**src/rtl/tdma_cfg_pkg.sv**
```systemverilog
package tdma_cfg_pkg;
  localparam int DATA_W      = 32;
  localparam int PARAM_WORDS = 4;
  localparam int NUM_PARAMS  = 4;
  localparam int TIME_W      = DATA_W * PARAM_WORDS;

  localparam logic [DATA_W-1:0] TYPE_WORD = 32'h0000_C060;
  localparam logic [DATA_W-1:0] VER_WORD  = 32'h0000_0100;

  localparam int W_TYPE       = 0;
  localparam int W_VER        = 1;
  localparam int W_NEXT       = 2;
  localparam int W_SLOTS      = 3;
  localparam int W_CTRL       = 4;
  localparam int W_STAT       = 5;
  localparam int W_PARAM_BASE = 8;

  typedef enum logic [1:0] {
    P_START  = 2'd0,
    P_SCHED  = 2'd1,
    P_SLOT   = 2'd2,
    P_ACTIVE = 2'd3
  } param_e;
endpackage

```
**src/rtl/tdma_cfg_decode.sv**
```systemverilog
module tdma_cfg_decode
  import tdma_cfg_pkg::*;
#(
  parameter int ADDR_W = 5
) (
  input  logic                              valid_i,
  input  logic                              write_i,
  input  logic [ADDR_W-1:0]                 addr_i,
  output logic                              rd_o,
  output logic                              ctrl_we_o,
  output logic [NUM_PARAMS*PARAM_WORDS-1:0] param_we_o
);
  localparam int N_WE = NUM_PARAMS * PARAM_WORDS;

  logic wr;
  assign wr        = valid_i && write_i;
  assign rd_o      = valid_i && !write_i;
  assign ctrl_we_o = wr && (addr_i == ADDR_W'(W_CTRL));

  for (genvar i = 0; i < N_WE; i++) begin : g_we
    assign param_we_o[i] = wr && (addr_i == ADDR_W'(W_PARAM_BASE + i));
  end
endmodule

```
**src/rtl/tdma_ctrl_reg.sv**
```systemverilog
module tdma_ctrl_reg (
  input  logic clk_i,
  input  logic rst_ni,
  input  logic we_i,
  input  logic wbit_i,
  output logic enable_o
);
  logic en_q;

  always_ff @(posedge clk_i or negedge rst_ni) begin
    if (!rst_ni)   en_q <= 1'b0;
    else if (we_i) en_q <= wbit_i;
  end

  assign enable_o = en_q;


  en_hold_chk: assert property (@(posedge clk_i) disable iff (!rst_ni)
    !$past(we_i) |-> $stable(enable_o));
endmodule

```
**src/rtl/tdma_time_param.sv**
```systemverilog
module tdma_time_param #(
  parameter int DW = 32,
  parameter int NW = 4
) (
  input  logic           clk_i,
  input  logic           rst_ni,
  input  logic [NW-1:0]  we_i,
  input  logic [DW-1:0]  wdata_i,
  output logic [NW*DW-1:0] stage_o,
  output logic [NW*DW-1:0] commit_o,
  output logic           upd_o
);
  localparam int LO_W = (NW - 1) * DW;

  logic [NW*DW-1:0] stage_q, commit_q;
  logic             upd_q;

  for (genvar w = 0; w < NW; w++) begin : g_stage
    always_ff @(posedge clk_i or negedge rst_ni) begin
      if (!rst_ni)      stage_q[w*DW +: DW] <= '0;
      else if (we_i[w]) stage_q[w*DW +: DW] <= wdata_i;
    end
  end

  // whole value moves on the top-word write
  always_ff @(posedge clk_i or negedge rst_ni) begin
    if (!rst_ni) begin
      commit_q <= '0;
      upd_q    <= 1'b0;
    end else begin
      upd_q <= we_i[NW-1];
      if (we_i[NW-1]) commit_q <= {wdata_i, stage_q[LO_W-1:0]};
    end
  end

  assign stage_o  = stage_q;
  assign commit_o = commit_q;
  assign upd_o    = upd_q;


  commit_hold_chk: assert property (@(posedge clk_i) disable iff (!rst_ni)
    !upd_o |-> $stable(commit_o));

  commit_hi_chk: assert property (@(posedge clk_i) disable iff (!rst_ni)
    upd_o |-> commit_o[NW*DW-1 -: DW] == $past(wdata_i));

  commit_lo_chk: assert property (@(posedge clk_i) disable iff (!rst_ni)
    upd_o |-> commit_o[LO_W-1:0] == $past(stage_o[LO_W-1:0]));
endmodule

```
**src/rtl/tdma_cfg_regs.sv**
```systemverilog
module tdma_cfg_regs
  import tdma_cfg_pkg::*;
#(
  parameter int              ADDR_W    = 5,
  parameter logic [31:0]     NEXT_PTR  = 32'h0,
  parameter int              NUM_SLOTS = 8
) (
  input  logic              clk_i,
  input  logic              rst_ni,
  input  logic              req_valid_i,
  output logic              req_ready_o,
  input  logic              req_write_i,
  input  logic [ADDR_W-1:0] req_addr_i,
  input  logic [31:0]       req_wdata_i,
  output logic              rsp_valid_o,
  output logic [31:0]       rsp_rdata_o,
  input  logic              locked_i,
  input  logic              error_i,
  output logic              enable_o,
  output logic [127:0]      start_time_o,
  output logic [127:0]      sched_period_o,
  output logic [127:0]      slot_period_o,
  output logic [127:0]      active_period_o,
  output logic [3:0]        update_o
);
  localparam int N_WE = NUM_PARAMS * PARAM_WORDS;

  logic                rd;
  logic                ctrl_we;
  logic [N_WE-1:0]     param_we;
  logic [TIME_W-1:0]   stage  [NUM_PARAMS];
  logic [TIME_W-1:0]   commit [NUM_PARAMS];
  logic [NUM_PARAMS-1:0] upd;
  logic [DATA_W-1:0]   rd_data;
  logic                rsp_valid_q;
  logic [DATA_W-1:0]   rsp_rdata_q;

  assign req_ready_o = 1'b1;

  tdma_cfg_decode #(.ADDR_W(ADDR_W)) u_decode (
    .valid_i    (req_valid_i),
    .write_i    (req_write_i),
    .addr_i     (req_addr_i),
    .rd_o       (rd),
    .ctrl_we_o  (ctrl_we),
    .param_we_o (param_we)
  );

  tdma_ctrl_reg u_ctrl (
    .clk_i    (clk_i),
    .rst_ni   (rst_ni),
    .we_i     (ctrl_we),
    .wbit_i   (req_wdata_i[0]),
    .enable_o (enable_o)
  );

  for (genvar p = 0; p < NUM_PARAMS; p++) begin : g_param
    tdma_time_param #(.DW(DATA_W), .NW(PARAM_WORDS)) u_param (
      .clk_i    (clk_i),
      .rst_ni   (rst_ni),
      .we_i     (param_we[p*PARAM_WORDS +: PARAM_WORDS]),
      .wdata_i  (req_wdata_i),
      .stage_o  (stage[p]),
      .commit_o (commit[p]),
      .upd_o    (upd[p])
    );
  end

  assign start_time_o    = commit[P_START];
  assign sched_period_o  = commit[P_SCHED];
  assign slot_period_o   = commit[P_SLOT];
  assign active_period_o = commit[P_ACTIVE];
  assign update_o        = upd;

  always_comb begin
    rd_data = '0;
    case (req_addr_i)
      ADDR_W'(W_TYPE):  rd_data = TYPE_WORD;
      ADDR_W'(W_VER):   rd_data = VER_WORD;
      ADDR_W'(W_NEXT):  rd_data = NEXT_PTR;
      ADDR_W'(W_SLOTS): rd_data = DATA_W'(NUM_SLOTS);
      ADDR_W'(W_CTRL):  rd_data = {{(DATA_W-1){1'b0}}, enable_o};
      ADDR_W'(W_STAT):  rd_data = {{(DATA_W-2){1'b0}}, error_i, locked_i};
      default: begin
        for (int p = 0; p < NUM_PARAMS; p++) begin
          for (int w = 0; w < PARAM_WORDS; w++) begin
            if (req_addr_i == ADDR_W'(W_PARAM_BASE + p*PARAM_WORDS + w))
              rd_data = stage[p][w*DATA_W +: DATA_W];
          end
        end
      end
    endcase
  end

  always_ff @(posedge clk_i or negedge rst_ni) begin
    if (!rst_ni) begin
      rsp_valid_q <= 1'b0;
      rsp_rdata_q <= '0;
    end else begin
      rsp_valid_q <= rd;
      if (rd) rsp_rdata_q <= rd_data;
    end
  end

  assign rsp_valid_o = rsp_valid_q;
  assign rsp_rdata_o = rsp_rdata_q;


  rsp_src_chk: assert property (@(posedge clk_i) disable iff (!rst_ni)
    rsp_valid_o |-> $past(req_valid_i && !req_write_i));

  rsp_given_chk: assert property (@(posedge clk_i) disable iff (!rst_ni)
    (req_valid_i && !req_write_i) |=> rsp_valid_o);

  one_upd_chk: assert property (@(posedge clk_i) disable iff (!rst_ni)
    $onehot0(update_o));
endmodule

```
**config.mk**
```make
export PLATFORM = sky130hd
export DESIGN_NAME = tdma_cfg_regs
export DESIGN_NICKNAME = d
export VERILOG_FILES = /design/src/rtl/tdma_cfg_pkg.sv /design/src/rtl/tdma_cfg_decode.sv /design/src/rtl/tdma_ctrl_reg.sv /design/src/rtl/tdma_time_param.sv /design/src/rtl/tdma_cfg_regs.sv
export SDC_FILE = /design/constraint.sdc
export NUM_CORES = 1
export LEC_CHECK = 0
export BUFFER_PORTS_ARGS = -buffer_cell sky130_fd_sc_hd__buf_2
export CORE_MARGIN = 8
export CORE_UTILIZATION = 30
export DETAILED_ROUTE_END_ITERATION = 16
export GPL_TIMING_DRIVEN = 0
export PLACE_DENSITY = 0.49
export SLEW_MARGIN = 40
export SYNTH_ARGS = -nofsm -noshare
export SYNTH_HDL_FRONTEND = slang
export SYNTH_SLANG_ARGS = --single-unit
```
**constraint.sdc**
```tcl
create_clock -name clk_i -period 4.8 [get_ports clk_i]
set_input_delay 0.96 -clock clk_i [delete_from_list [all_inputs] [get_ports clk_i]]
set_output_delay 0.96 -clock clk_i [all_outputs]
set_load 0.005 [all_outputs]
```
==> results of run 1 <==
-- worst reg2reg max path: cells and delay by family (launching register included) --
family | cells | cell delay (ns)
multiplexers | 1 | 0.48
AO/OA/AOI/OAI | 4 | 1.54
flip-flops | 1 | 0.41
-- registers in the layout, indices dropped and copies added, names as in the netlist --
register,cells
u_ctrl.enable_o,1
rsp_valid_o,1
g_param.u_param.stage_o,480
g_param.u_param.upd_o,4
rsp_rdata_o,32
g_param.u_param.commit_o,416
-- how the worst max path moves through the flow --
stage | from | to | slack (ns) | depth (start not counted)
global route | req_addr_i[2] | rsp_rdata_o[1] | 1.12 | 9
CTS | req_addr_i[0] | rsp_rdata_o[1] | 1.17 | 10
finish | req_addr_i[2] | rsp_rdata_o[1] | 1.02 | 9
detailed placement | req_addr_i[0] | rsp_rdata_o[1] | 0.40 | 10
global placement | rst_ni | g_param[0].u_param.commit_o[86] | -19.05 | 1
floorplan | req_addr_i[3] | g_param[2].u_param.stage_o[11] | 2.21 | 6
-- final cells by class --
type                            instances  share of cell area [%]
Tap cell                             1781                    4.49
Sequential cell                       934                    47.0
Clock inverter                         28                   0.645
Clock buffer                          156                    6.30
Buffer                                358                    4.34
Inverter                               10                  0.0756
Antenna cell                           10                  0.0504
Multi-Input combinational cell       1639                    30.4
Timing Repair Buffer                  607                    6.63
-- logic make-up after synthesis --
kind of cell,Yosys count
other cells,1
simple gates,262
compound gates,419
buf+inv,368
mux,957
flops,934
-- layout by cell type (no fill, tap or decap), types with 11 or more instances in the layout --
| cell | instances |
|---|---|
| a221oi_1 | 37 |
| clkbuf_1 | 73 |
| a21oi_1 | 87 |
| nor3_1 | 17 |
| a22oi_1 | 23 |
| clkbuf_16 | 107 |
| nor2b_1 | 17 |
| mux2i_1 | 32 |
| o221ai_1 | 22 |
| a211oi_1 | 14 |
| buf_4 | 161 |
| mux4_2 | 17 |
| a221o_1 | 11 |
| a31oi_1 | 11 |
| nand3_1 | 12 |
| dfrtp_1 | 934 |
| o22ai_1 | 29 |
| clkinv_2 | 16 |
| nor2_1 | 92 |
| mux2_2 | 888 |
| nand2_1 | 67 |
| o21ai_0 | 84 |
| nand2b_1 | 16 |
| buf_2 | 723 |
| mux2_1 | 20 |
| clkbuf_8 | 27 |
-- report_power, final --
group / internal [mW] / leakage (nW) / switching (mW) / total, mW
Clock: 4.75 / 1.71 / 3.46 / 8.21
Sequential: 8.64 / 12.6 / 0.834 / 9.48
Combinational: 1.20 / 10.9 / 1.43 / 2.63
-- per-stage QoR --
stage / area (um^2) / power [mW] / std cells
5_1_grt: 49700 / 21.0 / 5513
3_3_place_gp: 45800 / 12.2 / 5313
3_5_place_dp: 46200 / 12.2 / 5329
2_1_floorplan: 40600 / 10.5 / 2941
6_report: 49700 / 20.3 / 5523
4_1_cts: 49700 / 20.4 / 5513
-- routing by layer --
| metal | vias to the layer above | wire length, um |
|---|---|---|
| li1 | 12072 | - |
| met1 | 15657 | 77400 |
| met2 | 1562 | 88900 |
| met3 | 392 | 20700 |
| met4 | 12 | 10300 |
| met5 | - | 78 |
==> flow_metrics.env, run 1 <==
export IMPL_whs_ns=0.135
export IMPL_yosysSeqAreaShare_pct=57.5
export IMPL_drtIter0Drc=3060
export IMPL_first_pass_iters=8
export IMPL_seq_area_mm2=0.0234
export IMPL_io_pins=594
export IMPL_synth_edf_count=0
export IMPL_setup_viol=0
export IMPL_synth_area_mm2=0.0406
export IMPL_ys_ff_latch=934
export IMPL_drv_slew=0
export IMPL_syn_to_final_growth_pct=22.3
export IMPL_post_drt_wl_per_cell_um=35.7
export IMPL_required_ns=5.36
export IMPL_fill_cells=13238
export IMPL_powerDensity_mw_per_mm2=409
export IMPL_final_core_util_pct=36.8
export IMPL_global_route_overflow_total=0
export IMPL_synthTopCellsByArea="dfrtp_1 58%, mux2_2 25%, buf_4 3.0%"
export IMPL_grtUsageMet2_pct=40.7
export IMPL_clkSinkCount=934
export IMPL_fin_ws_ns=1.02
export IMPL_synth_async_reset_ratio_pct=100
export IMPL_drtAntennaViolNets=0
export IMPL_min_period_ns=3.78
export IMPL_cp_slowest_cell="a221oi_1"
export IMPL_postCtsHoldBufs=0
export IMPL_synthFlopType="dfrtp_1"
export IMPL_synth_simple_area_share_pct=3.17
export IMPL_crit_type="in2reg"
export IMPL_netlist_top_cells_count="934 x dfrtp_1, 888 x mux2_2, 160 x buf_4"
export IMPL_syn_inst=2941
export IMPL_grt_max_degree=99
export IMPL_path_clk_slew_ns=0.06
export IMPL_numCtsBuffers=105
export IMPL_cts_buffer_depth=3
export IMPL_synthMuxAreaShare_pct=26.9
export IMPL_max_cap_violations=0
export IMPL_post_cts_setup_buffers=0
export IMPL_yosysTopAreaCellShare_pct=57.5
export IMPL_grt_use_total_pct=26.0
export IMPL_synth_top_family_by_area="multiplexers"
export IMPL_rsz0062_at_grt="no"
export IMPL_synth_adder_area_share_pct=0
export IMPL_pre_cts_ws_ns=0.396
export IMPL_grt_pass1_wl_um=265000
export IMPL_fin_worst_skew_ns=0.0295
export IMPL_ctsRootBufferMaster="clkbuf_16"
export IMPL_hpwl_um=150000
export IMPL_antenna_found_initial=22
export IMPL_multi_input_area_mm2=0.0151
export IMPL_hp_class="in2async"
export IMPL_status="complete, no violations"
export IMPL_ys_types=78
export IMPL_vias=29695
export IMPL_die_w_um=384
export IMPL_fin_setup_tns_ns=0
export IMPL_port_buffers=591
export IMPL_fp_dieArea_mm2=0.147
export IMPL_htree_levels=3
export IMPL_synth_largest_area_cell="dfrtp_1"
export IMPL_grt_pass1_vias=30338
export IMPL_finalCritPeriodShare_pct=78.8
export IMPL_r2r_start="g_param[2].u_param.stage_o[49]"
export IMPL_drt_wl_total_um=197000
export IMPL_rows=135
export IMPL_via_per_inst=5.38
export IMPL_yosysMostFrequentCell="dfrtp_1"
export IMPL_crit_top_cell="buf_2"
export IMPL_worstReg2RegEnd="rsp_rdata_o[17]"
export IMPL_core_area_mm2=0.135
export IMPL_path_buf_inv=6
export IMPL_grt_use_met1_pct=32.8
export IMPL_arrival_ns=4.35
export IMPL_synth_warnings=0
export IMPL_crit_fanout=10
export IMPL_ff2ff_setup_slack_ns=2.19
export IMPL_crit_chain="buf_2 -> buf_4 -> buf_2 -> buf_2 -> buf_2 -> buf_2 -> o22ai_1 -> a221oi_1 -> o21ai_0"
export IMPL_use_met3_pct=8.50
export IMPL_synth_xor_area_share_pct=0
export IMPL_cp_top_family="buffers and inverters"
export IMPL_p_leak_nw=25.2
export IMPL_cts_tree="yes"
export IMPL_avgSynthCellArea_um2=13.8
export IMPL_crit_path_start_kind="primary input"
export IMPL_endpoint_kind="flip-flop"
export IMPL_post_cts_resized=0
export IMPL_start_util_pct=30.1
export IMPL_synth_compound_area_share_pct=7.06
export IMPL_r2r_cells=5
export IMPL_worst_slew_pin_slew_ns=0.936
export IMPL_max_freq_mhz=264
export IMPL_grt_busiest_layer="met2"
export IMPL_drive_gt1_share_pct=53.7
export IMPL_ir_drop_mv=0.297
export IMPL_place_congestion=0.936
export IMPL_critPathMaxStageDelay_ns=0.78
export IMPL_num_nets_final=3698
export IMPL_relSlewSlack_pct=37.6
export IMPL_hold_violations=0
export IMPL_clock_latency_ns=0.74
export IMPL_syn_num_nets=2984
export IMPL_drc=0
export IMPL_die_h_um=384
Power figures use the tool's default switching activity.
==> inputs of run 2 (changes only) <==
Settings changed: PLACE_DENSITY 0.49 to 0.51.
Clock period 4.8 ns to 3.2 ns, I/O delays scaled along.
==> run 2 against run 1 <==
  * The run now ends with setup timing left
  * Largest cell class unchanged
  * Clock power grew 55%
  * Hold slack better by 0.15 ns
  * Highest routed layer unchanged
  * Worst setup slack worse by 1.2 ns
  * Largest power group unchanged
  * Total power up 52%
  * Flip-flop and latch count stayed put
  * Sequential share of layout area down 0.17 points
  * Critical path depth rose by 1
  * Count of clock-buffer cells in the layout is the same
  * Core utilization up 0.14 points
  * Final cell count up 0.14%
  * Non-clock buffer count up 2
==> flow_metrics.env, run 2 (synthesis gave the netlist of run 1 again) <==
export IMPL_crit_type="in2reg"
export IMPL_grt_pass1_wl_um=263000
export IMPL_htree_levels=3
export IMPL_violations="setup timing"
export IMPL_crit_path_start_kind="primary input"
export IMPL_layout_commonest_cell="dfrtp_1"
export IMPL_hpwl_um=150000
export IMPL_vias=29921
export IMPL_place_congestion=0.920
export IMPL_largest_register_ffs=480
export IMPL_critPathMaxStageDelay_ns=0.69
export IMPL_fin_ws_ns=-0.143
export IMPL_die_h_um=384
export IMPL_syn_to_final_growth_pct=22.7
export IMPL_post_cts_setup_buffers=0
export IMPL_hp_class="in2reg"
export IMPL_first_pass_iters=6
export IMPL_dp_cells=5329
export IMPL_drtAntennaViolNets=0
export IMPL_cp_slowest_cell="a221oi_1"
export IMPL_max_freq_mhz=299
export IMPL_core_area_mm2=0.135
export IMPL_endpoint_kind="flip-flop"
export IMPL_min_period_ns=3.34
export IMPL_drtIter0Drc=3036
export IMPL_cts_tree="yes"
export IMPL_drive_gt1_share_pct=53.7
export IMPL_port_buffers=591
export IMPL_grt_max_degree=100
export IMPL_drc=0
export IMPL_ir_drop_mv=0.424
export IMPL_grt_use_total_pct=25.7
export IMPL_rows=135
export IMPL_pre_cts_ws_ns=-0.933
export IMPL_drt_wl_total_um=196000
export IMPL_path_clk_slew_ns=0.06
export IMPL_num_nets_final=3700
export IMPL_fp_dieArea_mm2=0.147
export IMPL_crit_chain="buf_2 -> buf_4 -> buf_4 -> buf_4 -> buf_2 -> nor2_1 -> a221oi_1 -> o22ai_1 -> a221oi_2 -> o21ai_0"
export IMPL_status="finished, violations left"
export IMPL_worst_slew_pin_slew_ns=0.980
export IMPL_final_cells=5531
export IMPL_drv_slew=0
export IMPL_finalCritPeriodShare_pct=104
export IMPL_arrival_ns=3.90
export IMPL_cts_buffer_depth=3
export IMPL_final_cell_mix="934 x dfrtp_1, 888 x mux2_2, 724 x buf_2"
export IMPL_ctsRootBufferMaster="clkbuf_16"
export IMPL_via_per_inst=5.41
export IMPL_required_ns=3.76
export IMPL_p_leak_nw=25.3
export IMPL_hold_violations=0
export IMPL_max_cap_violations=0
export IMPL_whs_ns=0.285
export IMPL_setup_viol=5
export IMPL_relSlewSlack_pct=34.7
export IMPL_die_w_um=384
export IMPL_final_core_util_pct=36.9
export IMPL_crit_top_cell="buf_4"
export IMPL_grt_pass1_vias=30042
export IMPL_rsz0062_at_grt="no"
export IMPL_global_route_overflow_total=0
export IMPL_ff2ff_setup_slack_ns=0.61
export IMPL_powerDensity_mw_per_mm2=621
export IMPL_start_util_pct=30.1
export IMPL_fin_setup_tns_ns=-0.340
export IMPL_total_power_mw=31.0
export IMPL_crit_fanout=10
export IMPL_antenna_found_initial=22
export IMPL_post_drt_wl_per_cell_um=35.5
export IMPL_post_route_cell_area_mm2=0.0499
export IMPL_fin_worst_skew_ns=0.0313
export IMPL_io_pins=594
export IMPL_numCtsBuffers=105
export IMPL_placed_cell_area_mm2=0.0462
export IMPL_clock_latency_ns=0.73
export IMPL_clkSinkCount=934
-- run 2: routing by layer --
metal,share of wire [%],vias to the layer above,wire (um),track usage [%]
li1,-,12078,-,-
met5,0.018,-,36,0
met2,45,1511,88900,40.2
met1,40,15941,78900,33.0
met3,9.2,385,18100,7.27
met4,5.3,6,10400,11.9
-- run 2: critical path, delay by kind of cell --
kind                   cells  cell delay [ns]
buffers and inverters      5             1.53
AOI/OAI and AO/OA          4             1.61
and+or+nand+nor            1             0.11
-- run 2: cell type report --
class | count | area, um^2
Timing Repair Buffer | 609 | 3330
Inverter | 10 | 37.5
Antenna cell | 7 | 17.5
Buffer | 358 | 2160
Sequential cell | 934 | 23400
Clock inverter | 37 | 498
Tap cell | 1781 | 2230
Clock buffer | 156 | 3100
Multi-Input combinational cell | 1639 | 15100
Fill cell | 13204 | 85100
-- run 2: path summary, 6_finish.rpt --
| check | end | start | depth (start not counted) |
|---|---|---|---|
| max in group asynchronous | g_param[0].u_param.upd_o | rst_ni | 6 |
| min in group asynchronous | g_param[3].u_param.commit_o[38] | rst_ni | 2 |
| setup reg to reg | rsp_rdata_o[20] | g_param[0].u_param.stage_o[20] | 5 |
| hold / removal | g_param[2].u_param.commit_o[101] | req_wdata_i[5] | 2 |
| hold reg to reg | rsp_rdata_o[25] | rsp_rdata_o[25] | 2 |
| setup / recovery | rsp_rdata_o[1] | req_addr_i[1] | 10 |
-- run 2: repair_timing --
action / CTS / global route
hold buffers: 1 / 0
resized for setup: 1 / 0
hold endpoints to repair: 42 / 0
setup endpoints to repair: 1 / 0
-- run 2: power by group --
part	internal (mW)	switching, mW	total (mW)
Clock	7.51	5.23	12.7
Sequential	13.0	1.29	14.3
Combinational	1.81	2.16	3.97
